### config.mk
export PLATFORM = sky130hd
export DESIGN_NAME = las_rank_unit
export DESIGN_NICKNAME = d
export VERILOG_FILES = /design/src/rtl/las_pkg.sv /design/src/rtl/las_accum.sv /design/src/rtl/las_history.sv /design/src/rtl/las_sorter.sv /design/src/rtl/las_rank_unit.sv
export SDC_FILE = /design/constraint.sdc
export NUM_CORES = 2
export LEC_CHECK = 0
export BUFFER_PORTS_ARGS = -buffer_cell sky130_fd_sc_hd__clkbuf_2
export CAP_MARGIN = 15
export CORE_ASPECT_RATIO = 0.9
export CORE_MARGIN = 1.5
export CORE_UTILIZATION = 44
export DETAILED_ROUTE_END_ITERATION = 8
export REMOVE_ABC_BUFFERS = 1
export SYNTH_ARGS = -nofsm -noshare
export SYNTH_HDL_FRONTEND = slang
export SYNTH_SLANG_ARGS = --single-unit
export TNS_END_PERCENT = 20
### constraint.sdc
create_clock -name clk -period 6.5 [get_ports clk]
set_clock_uncertainty 0.05 [all_clocks]
set_input_delay 0 -clock clk [delete_from_list [all_inputs] [get_ports clk]]
set_output_delay 0 -clock clk [all_outputs]
set_load 0.01 [all_outputs]
### src/rtl/las_pkg.sv
package las_pkg;
  typedef enum logic [1:0] {
    ST_COLLECT = 2'd0,
    ST_UPDATE  = 2'd1,
    ST_SORT    = 2'd2,
    ST_FINISH  = 2'd3
  } rank_state_e;
endpackage

### src/rtl/las_accum.sv
// Collects one report per controller and sums counts per thread.
module las_accum #(
  parameter int NTHR = 4,
  parameter int NCTL = 2,
  parameter int CW   = 12,
  parameter int SW   = 13
) (
  input  logic                   clk,
  input  logic                   rst_n,
  input  logic                   open_i,
  input  logic                   clear_i,
  input  logic [NCTL-1:0]        valid_i,
  input  logic [NCTL*NTHR*CW-1:0] cnt_i,
  output logic [NCTL-1:0]        ready_o,
  output logic                   all_in_o,
  output logic [NTHR*SW-1:0]     sum_o
);
  logic [NCTL-1:0] got_q, got_d, take;
  logic [SW-1:0]   sum_q [NTHR];
  logic [SW-1:0]   sum_d [NTHR];
  logic            en;

  always_comb begin
    ready_o = open_i ? ~got_q : '0;
    take    = valid_i & ready_o;
    got_d   = got_q | take;
    for (int t = 0; t < NTHR; t++) begin
      sum_d[t] = sum_q[t];
      for (int c = 0; c < NCTL; c++) begin
        if (take[c]) sum_d[t] = sum_d[t] + SW'(cnt_i[(c*NTHR+t)*CW +: CW]);
      end
    end
    if (clear_i) begin
      got_d = '0;
      for (int t = 0; t < NTHR; t++) sum_d[t] = '0;
    end
    en = clear_i | (|take);
  end

  always_ff @(posedge clk or negedge rst_n) begin
    if (!rst_n) begin
      got_q <= '0;
      for (int t = 0; t < NTHR; t++) sum_q[t] <= '0;
    end else if (en) begin
      got_q <= got_d;
      for (int t = 0; t < NTHR; t++) sum_q[t] <= sum_d[t];
    end
  end

  assign all_in_o = &got_q;

  for (genvar t = 0; t < NTHR; t++) begin : g_pack
    assign sum_o[t*SW +: SW] = sum_q[t];
  end
endmodule

### src/rtl/las_history.sv
// Weighted, exponentially smoothed per-thread history.
module las_history #(
  parameter int NTHR = 4,
  parameter int SW   = 13,
  parameter int HW   = 16,
  parameter int AW   = 8,
  parameter int WW   = 4
) (
  input  logic               clk,
  input  logic               rst_n,
  input  logic               upd_i,
  input  logic [AW-1:0]      alpha_i,
  input  logic [NTHR*WW-1:0] weight_i,
  input  logic [NTHR*SW-1:0] sum_i,
  output logic [NTHR*HW-1:0] hist_next_o
);
  localparam int PW  = HW + AW + 1;
  localparam int ONE = 1 << AW;

  for (genvar t = 0; t < NTHR; t++) begin : g_thr
    logic [SW-1:0] eff;
    logic [PW-1:0] mix;
    logic [HW-1:0] h_q;

    assign eff = sum_i[t*SW +: SW] >> weight_i[t*WW +: WW];
    assign mix = PW'(alpha_i) * PW'(h_q)
               + (PW'(ONE) - PW'(alpha_i)) * PW'(eff);
    assign hist_next_o[t*HW +: HW] = HW'(mix >> AW);

    always_ff @(posedge clk or negedge rst_n) begin
      if (!rst_n)     h_q <= '0;
      else if (upd_i) h_q <= hist_next_o[t*HW +: HW];
    end
  end
endmodule

### src/rtl/las_sorter.sv
// Sequential bubble sort, one compare-and-swap per cycle.
module las_sorter #(
  parameter int NTHR = 4,
  parameter int HW   = 16,
  parameter int IW   = 2
) (
  input  logic               clk,
  input  logic               rst_n,
  input  logic               load_i,
  input  logic [NTHR*HW-1:0] key_i,
  output logic               last_o,
  output logic [NTHR*IW-1:0] rank_o
);
  localparam logic [IW-1:0] LASTP = IW'(NTHR - 2);

  logic [HW-1:0] key_q [NTHR];
  logic [HW-1:0] key_d [NTHR];
  logic [IW-1:0] idx_q [NTHR];
  logic [IW-1:0] idx_d [NTHR];
  logic [IW-1:0] pos_q, pos_d, pass_q, pass_d;
  logic          run_q, run_d, en;

  always_comb begin
    for (int t = 0; t < NTHR; t++) begin
      key_d[t] = key_q[t];
      idx_d[t] = idx_q[t];
    end
    pos_d  = pos_q;
    pass_d = pass_q;
    run_d  = run_q;
    last_o = run_q && (pos_q == LASTP) && (pass_q == LASTP);
    if (load_i) begin
      for (int t = 0; t < NTHR; t++) begin
        key_d[t] = key_i[t*HW +: HW];
        idx_d[t] = IW'(t);
      end
      pos_d  = '0;
      pass_d = '0;
      run_d  = 1'b1;
    end else if (run_q) begin
      for (int p = 0; p < NTHR-1; p++) begin
        if (pos_q == IW'(p)) begin
          if ((key_q[p] > key_q[p+1]) ||
              ((key_q[p] == key_q[p+1]) && (idx_q[p] > idx_q[p+1]))) begin
            key_d[p]   = key_q[p+1];
            key_d[p+1] = key_q[p];
            idx_d[p]   = idx_q[p+1];
            idx_d[p+1] = idx_q[p];
          end
        end
      end
      if (pos_q == LASTP) begin
        pos_d  = '0;
        pass_d = pass_q + 1'b1;
        if (pass_q == LASTP) run_d = 1'b0;
      end else begin
        pos_d = pos_q + 1'b1;
      end
    end
    en = load_i | run_q;
  end

  always_ff @(posedge clk or negedge rst_n) begin
    if (!rst_n) begin
      for (int t = 0; t < NTHR; t++) begin
        key_q[t] <= '0;
        idx_q[t] <= IW'(t);
      end
      pos_q  <= '0;
      pass_q <= '0;
      run_q  <= 1'b0;
    end else if (en) begin
      for (int t = 0; t < NTHR; t++) begin
        key_q[t] <= key_d[t];
        idx_q[t] <= idx_d[t];
      end
      pos_q  <= pos_d;
      pass_q <= pass_d;
      run_q  <= run_d;
    end
  end

  always_comb begin
    rank_o = '0;
    for (int p = 0; p < NTHR; p++) begin
      rank_o[int'(idx_q[p])*IW +: IW] = IW'(p);
    end
  end
endmodule

### src/rtl/las_rank_unit.sv
module las_rank_unit
  import las_pkg::*;
#(
  parameter int NTHR = 4,
  parameter int NCTL = 2,
  parameter int CW   = 12,
  parameter int HW   = 16,
  parameter int AW   = 8,
  parameter int WW   = 4,
  localparam int IW  = (NTHR > 1) ? $clog2(NTHR) : 1
) (
  input  logic                    clk,
  input  logic                    rst_n,
  input  logic [AW-1:0]           alpha,
  input  logic [NTHR*WW-1:0]      thr_weight,
  input  logic [NCTL-1:0]         rpt_valid,
  output logic [NCTL-1:0]         rpt_ready,
  input  logic [NCTL*NTHR*CW-1:0] rpt_cnt,
  output logic [NTHR*IW-1:0]      rank_vec,
  output logic                    rank_done
);
  localparam int SW = CW + $clog2(NCTL);

  rank_state_e          state_q, state_d;
  logic                 upd, done_d, done_q, all_in, sort_last;
  logic [NTHR*SW-1:0]   sums;
  logic [NTHR*HW-1:0]   hist_next;
  logic [NTHR*IW-1:0]   sort_rank, rank_q;

  las_accum #(.NTHR(NTHR), .NCTL(NCTL), .CW(CW), .SW(SW)) u_accum (
    .clk(clk), .rst_n(rst_n),
    .open_i(state_q == ST_COLLECT), .clear_i(upd),
    .valid_i(rpt_valid), .cnt_i(rpt_cnt),
    .ready_o(rpt_ready), .all_in_o(all_in), .sum_o(sums)
  );

  las_history #(.NTHR(NTHR), .SW(SW), .HW(HW), .AW(AW), .WW(WW)) u_hist (
    .clk(clk), .rst_n(rst_n), .upd_i(upd),
    .alpha_i(alpha), .weight_i(thr_weight), .sum_i(sums),
    .hist_next_o(hist_next)
  );

  las_sorter #(.NTHR(NTHR), .HW(HW), .IW(IW)) u_sort (
    .clk(clk), .rst_n(rst_n), .load_i(upd), .key_i(hist_next),
    .last_o(sort_last), .rank_o(sort_rank)
  );

  always_comb begin
    state_d = state_q;
    upd     = 1'b0;
    done_d  = 1'b0;
    unique case (state_q)
      ST_COLLECT: if (all_in) state_d = ST_UPDATE;
      ST_UPDATE: begin
        upd     = 1'b1;
        state_d = ST_SORT;
      end
      ST_SORT:   if (sort_last) state_d = ST_FINISH;
      ST_FINISH: begin
        done_d  = 1'b1;
        state_d = ST_COLLECT;
      end
      default:   state_d = ST_COLLECT;
    endcase
  end

  always_ff @(posedge clk or negedge rst_n) begin
    if (!rst_n) begin
      state_q <= ST_COLLECT;
      done_q  <= 1'b0;
      for (int t = 0; t < NTHR; t++) rank_q[t*IW +: IW] <= IW'(t);
    end else begin
      state_q <= state_d;
      done_q  <= done_d;
      if (done_d) rank_q <= sort_rank;
    end
  end

  assign rank_vec  = rank_q;
  assign rank_done = done_q;
endmodule

==> results by stage <==
Status:
- The run finished, with violations left.
- The checks that failed: negative setup slack.

Floorplanning:
- The die is ~320 µm tall.
- After floorplanning, the core was divided into 114 placement rows.
- The floorplan step defined a die boundary enclosing 111,000 µm².
- Measured along the x axis, the die boundary spans between 300 and 400 µm.
- The number of top-level pins is 135.
- The total area inside the core boundary comes to approximately 110,000 µm².
- The initial utilization of the core area, before any placement, comes to approximately 45%.

Final layout:
- The number of inserted diodes is 0.
- The post-route cell area is 59,500 µm².
- The net count of the finished layout is between 7,000 and 8,000.
- Relative to the synthesized area, the layout overhead comes to 23.7%.
- Of the cells placed in the final design, the portion with a size suffix greater than 1 is a little over a fifth.

Global routing:
- The largest net degree at the start of global routing is between 150 and 200.
- The initial antenna violation count is 1.
- The overall track demand over capacity in global routing is a little over a quarter.
- The number of global-route vias before repair is 41,100.
- The first-pass GRT wire length is between 200,000 and 250,000 µm.
- For this run the aggregate overflow at the end of global routing stands at 0.

Worst setup path:
- The count of buffer and inverter cells on the critical path is 4.
- The slack of the worst reg-to-reg path is -700 ps.
- The longest individual stage delay on the worst path is about 550 ps.
- In this design, the critical path's most frequently occurring cell is fa_1.
- STA classifies the critical path endpoint as a register.
- In this run the worst setup path begins at u_accum.sum_o[29].
- The slowest stage of the critical path belongs to the cell fa_1.
- The launch instance of the worst register-to-register path is u_accum.sum_o[29].
- The worst endpoint data arrival time is between 7000 and 8000 ps.
- Broken down by cell family, the worst path's largest delay share belongs to adder cells.
- Traced cell by cell, the critical path runs through mux4_2 -> mux2i_1 -> o22a_2 -> buf_12 -> buf_8 -> nor2_4 -> fa_1 -> fa_1 -> ha_2 -> fa_1 -> inv_1 -> fa_1 -> fa_1 -> inv_2 -> fa_1 -> ha_4 -> a2111oi_4 -> o21ai_2 -> a221oi_4 -> o21ai_4 -> a221o_2 -> a21oi_2 -> mux2_4 -> o21ai_2.
- The maximum fanout count along the critical path is 5.
- The required time of the worst setup path is 7000 ps.
- The worst setup path is of the register to register kind.
- The kind of launch point of the worst setup path is a register.

Timing:
- The final clock period utilization by the worst path is 111%.
- The achievable clock frequency is ~140 MHz.
- The worst-case setup margin in the final layout is -696 ps.
- The worst pin sits at a relative slew slack of just under 30%.
- The final setup TNS is -52,800 ps.
- For the finished layout, the period the worst path requires is 7200 ps.
- The transition time of the tightest slew-check pin is about 1100 ps.
- The number of hold-slack violations in the final timing report is 0.
- The number of max-slew violations in the final report is 0.
- Setup violations remaining at the end of the flow were counted as ~120.
- Setup repair after global routing could not meet its margin everywhere.

Synthesis:
- After synthesis the netlist holds a flip-flop and latch count of around 200.
- The number of synthesized flops with an enable pin is 0.
- Among all flip-flop cells after synthesis, the most frequent one is dfrtp_1.
- Dividing the synthesized area by the synthesized cell count gives ~8.5 µm².
- Synthesis produced approximately 5,600 cells.
- The Yosys step of the flow raised 0 warnings.
- The number of library cell types mapped by synthesis is between 90 and 100.
- The netlist area before placement is 48,100 µm².
- The sequential element share of the synthesized area is 10.7%.
- The async set or reset register ratio after synthesis is 100%.

Clocking:
- The deepest clock path buffer count is 3.
- Clock-pin slew was measured on the worst setup and hold paths at roughly 60 ps.
- The depth of the CTS H-tree is 1.
- The clock drives 206 sinks.
- The cell chosen for the clock root is clkbuf_16.
- The number of buffers added by the clock tree synthesis step is 31.
- The CTS tree is built.
- The later pin in the worst-skew pair is clocked with a latency of 640 ps.

Drt:
- The sum of met3 wire segment lengths after detailed routing is between 10,000 and 15,000 µm.
- For this block, the via count after detailed routing is between 40,000 and 50,000.
- The highest routing layer actually used is met4.
- The number of design rule violations left after detail routing is 0.
- The number of violations reported at the end of detailed-routing iteration 0 is around 2,900.
- The post-route met1 wirelength is roughly 67,000 µm.
- Dividing the detail-routed wire length by the instance count gives approximately 18 µm.
- The routed wire length on met2 is approximately 61,000 µm.
- The post-detailed-route via-to-cell ratio is 5.19.
- Once detail routing completed, the nets flagged for antenna violations numbered 0.
- Summed over all layers, the routed wires come to 144,000 µm.
- The first TritonRoute pass finished after 6 iterations.

Run:
- The number of violations of the max-capacitance limit is 0.

Worst hold path:
- The worst hold-check path type is input pin to register.
- The startpoint identified for the worst hold timing path is rpt_cnt[94].

Place:
- The weighted congestion reported at the end of routability-driven placement is approximately 0.94.
- The half-perimeter wire length of the detailed placement result is between 100,000 and 150,000 µm.
- Buffers placed on the I/O ports in this run total between 100 and 150.
- The placed instances occupy a cell area of 54,800 µm².
==> layout make-up <==
| class | count | area [µm²] |
|---|---|---|
| inverters | 1167 | 4380 |
| multi-input cells | 4042 | 40100 |
| clock buffers | 40 | 840 |
| repair buffers | 885 | 7110 |
| clock inverters | 16 | 153 |
| fillers | 9799 | 48400 |
| well taps | 1450 | 1810 |
| flip-flops and latches | 206 | 5170 |
==> worst reg2reg max path: cells and delay by family (launching register included) <==
family | cells | cell delay [ps]
adders and majority gates | 8 | 3450
DFF | 1 | 410
muxes | 3 | 1020
AOI/OAI and AO/OA | 8 | 1810
and+or+nand+nor | 1 | 40
buffers and inverters | 4 | 360
==> logic make-up after synthesis <==
logic type | Yosys count | synth area share, %
buffers and inverters | 1395 | 10.9
muxes | 96 | 2.19
xor gates and xnor gates | 131 | 2.50
adders and majority gates | 1365 | 48.0
DFF | 206 | 10.7
AOI/OAI and AO/OA | 699 | 9.38
and+or+nand+nor | 1751 | 16.3
==> cells in the final DEF, fill, tap and decap left out, types with 55 or more instances in the layout <==
master	instances
nand3_1	60
ha_1	518
nor3_1	74
xnor2_1	55
clkbuf_2	130
nand2_1	610
buf_4	598
dlygate4sd3_1	83
and2_1	253
a21oi_1	138
fa_1	765
dfrtp_1	191
inv_1	1119
nor2_1	510
o21ai_0	138
==> cell usage after synthesis (17+ instances only) <==
library cell	instances	share of area [%]
inv_1	1158	9.0
fa_1	800	33
nand2_1	629	4.9
ha_1	565	15
nor2_1	553	4.3
and2_1	255	3.3
o21ai_0	204	2.1
dfrtp_1	198	10
clkbuf_1	194	1.5
a21oi_1	181	1.9
nor3_1	77	0.80
xnor2_1	71	1.3
nand3_1	70	0.73
mux2i_1	61	1.3
xor2_1	56	1.0
a211oi_1	40	0.62
a21o_1	37	0.58
nor2b_1	37	0.48
or2_2	32	0.42
mux2_2	30	0.70
nand2b_1	30	0.39
buf_1	28	0.22
o21a_1	25	0.39
o211ai_1	21	0.33
and3_1	17	0.22
==> registers in the layout, summed over array words and instances (netlist names) <==
signal / cells
u_sort.pass_q: 2
u_sort.run_q: 1
u_sort.idx_q: 8
rank_done: 1
state_q: 2
u_accum.got_q: 2
u_sort.pos_q: 2
u_hist.g_thr.h_q: 64
u_sort.key_q: 64
rank_vec: 8
u_accum.sum_o: 52
==> metrics by stage <==
stage / hold WS [ps] / worst slack, ps / util (%) / instances
4_1_cts: 10.9 / -622 / 54.0 / 7775
3_3_place_gp: -56.5 / -975 / 50.7 / 7594
3_5_place_dp: -52.2 / -1170 / 50.7 / 7594
2_1_floorplan: -346 / -2100 / - / 5415
5_1_grt: 109 / -934 / 55.1 / 7806
6_report: 40.6 / -696 / 55.1 / 7806
==> worst paths after layout <==
path / to / cells after the start
setup / recovery: u_hist.g_thr[2].h_q[11] / 24
hold / removal: u_accum.sum_o[49] / 5
setup reg to reg: u_hist.g_thr[2].h_q[11] / 24
hold reg to reg: rank_vec[7] / 2
max in group asynchronous: u_sort.key_q[21] / 4
min in group asynchronous: u_accum.sum_o[41] / 4
==> layer usage <==
metal | vias up | GRT usage, %
met2 | 1345 | 39.6
met4 | 0 | 5.94
met1 | 20000 | 40.0
li1 | 19000 | -
met3 | 149 | 4.27
met5 | - | 0
==> repair_timing <==
item,in CTS,in global routing
gates cloned,1,0
endpoints found under the hold margin,119,0
setup buffers,43,32
setup endpoints to repair,126,126
hold buffers,84,0
gates resized for setup,358,225
pin swaps,173,149
Power is left out: the tool's default activity adds up to more than one toggle a clock period on the data nets, which glitch-free logic cannot reach.
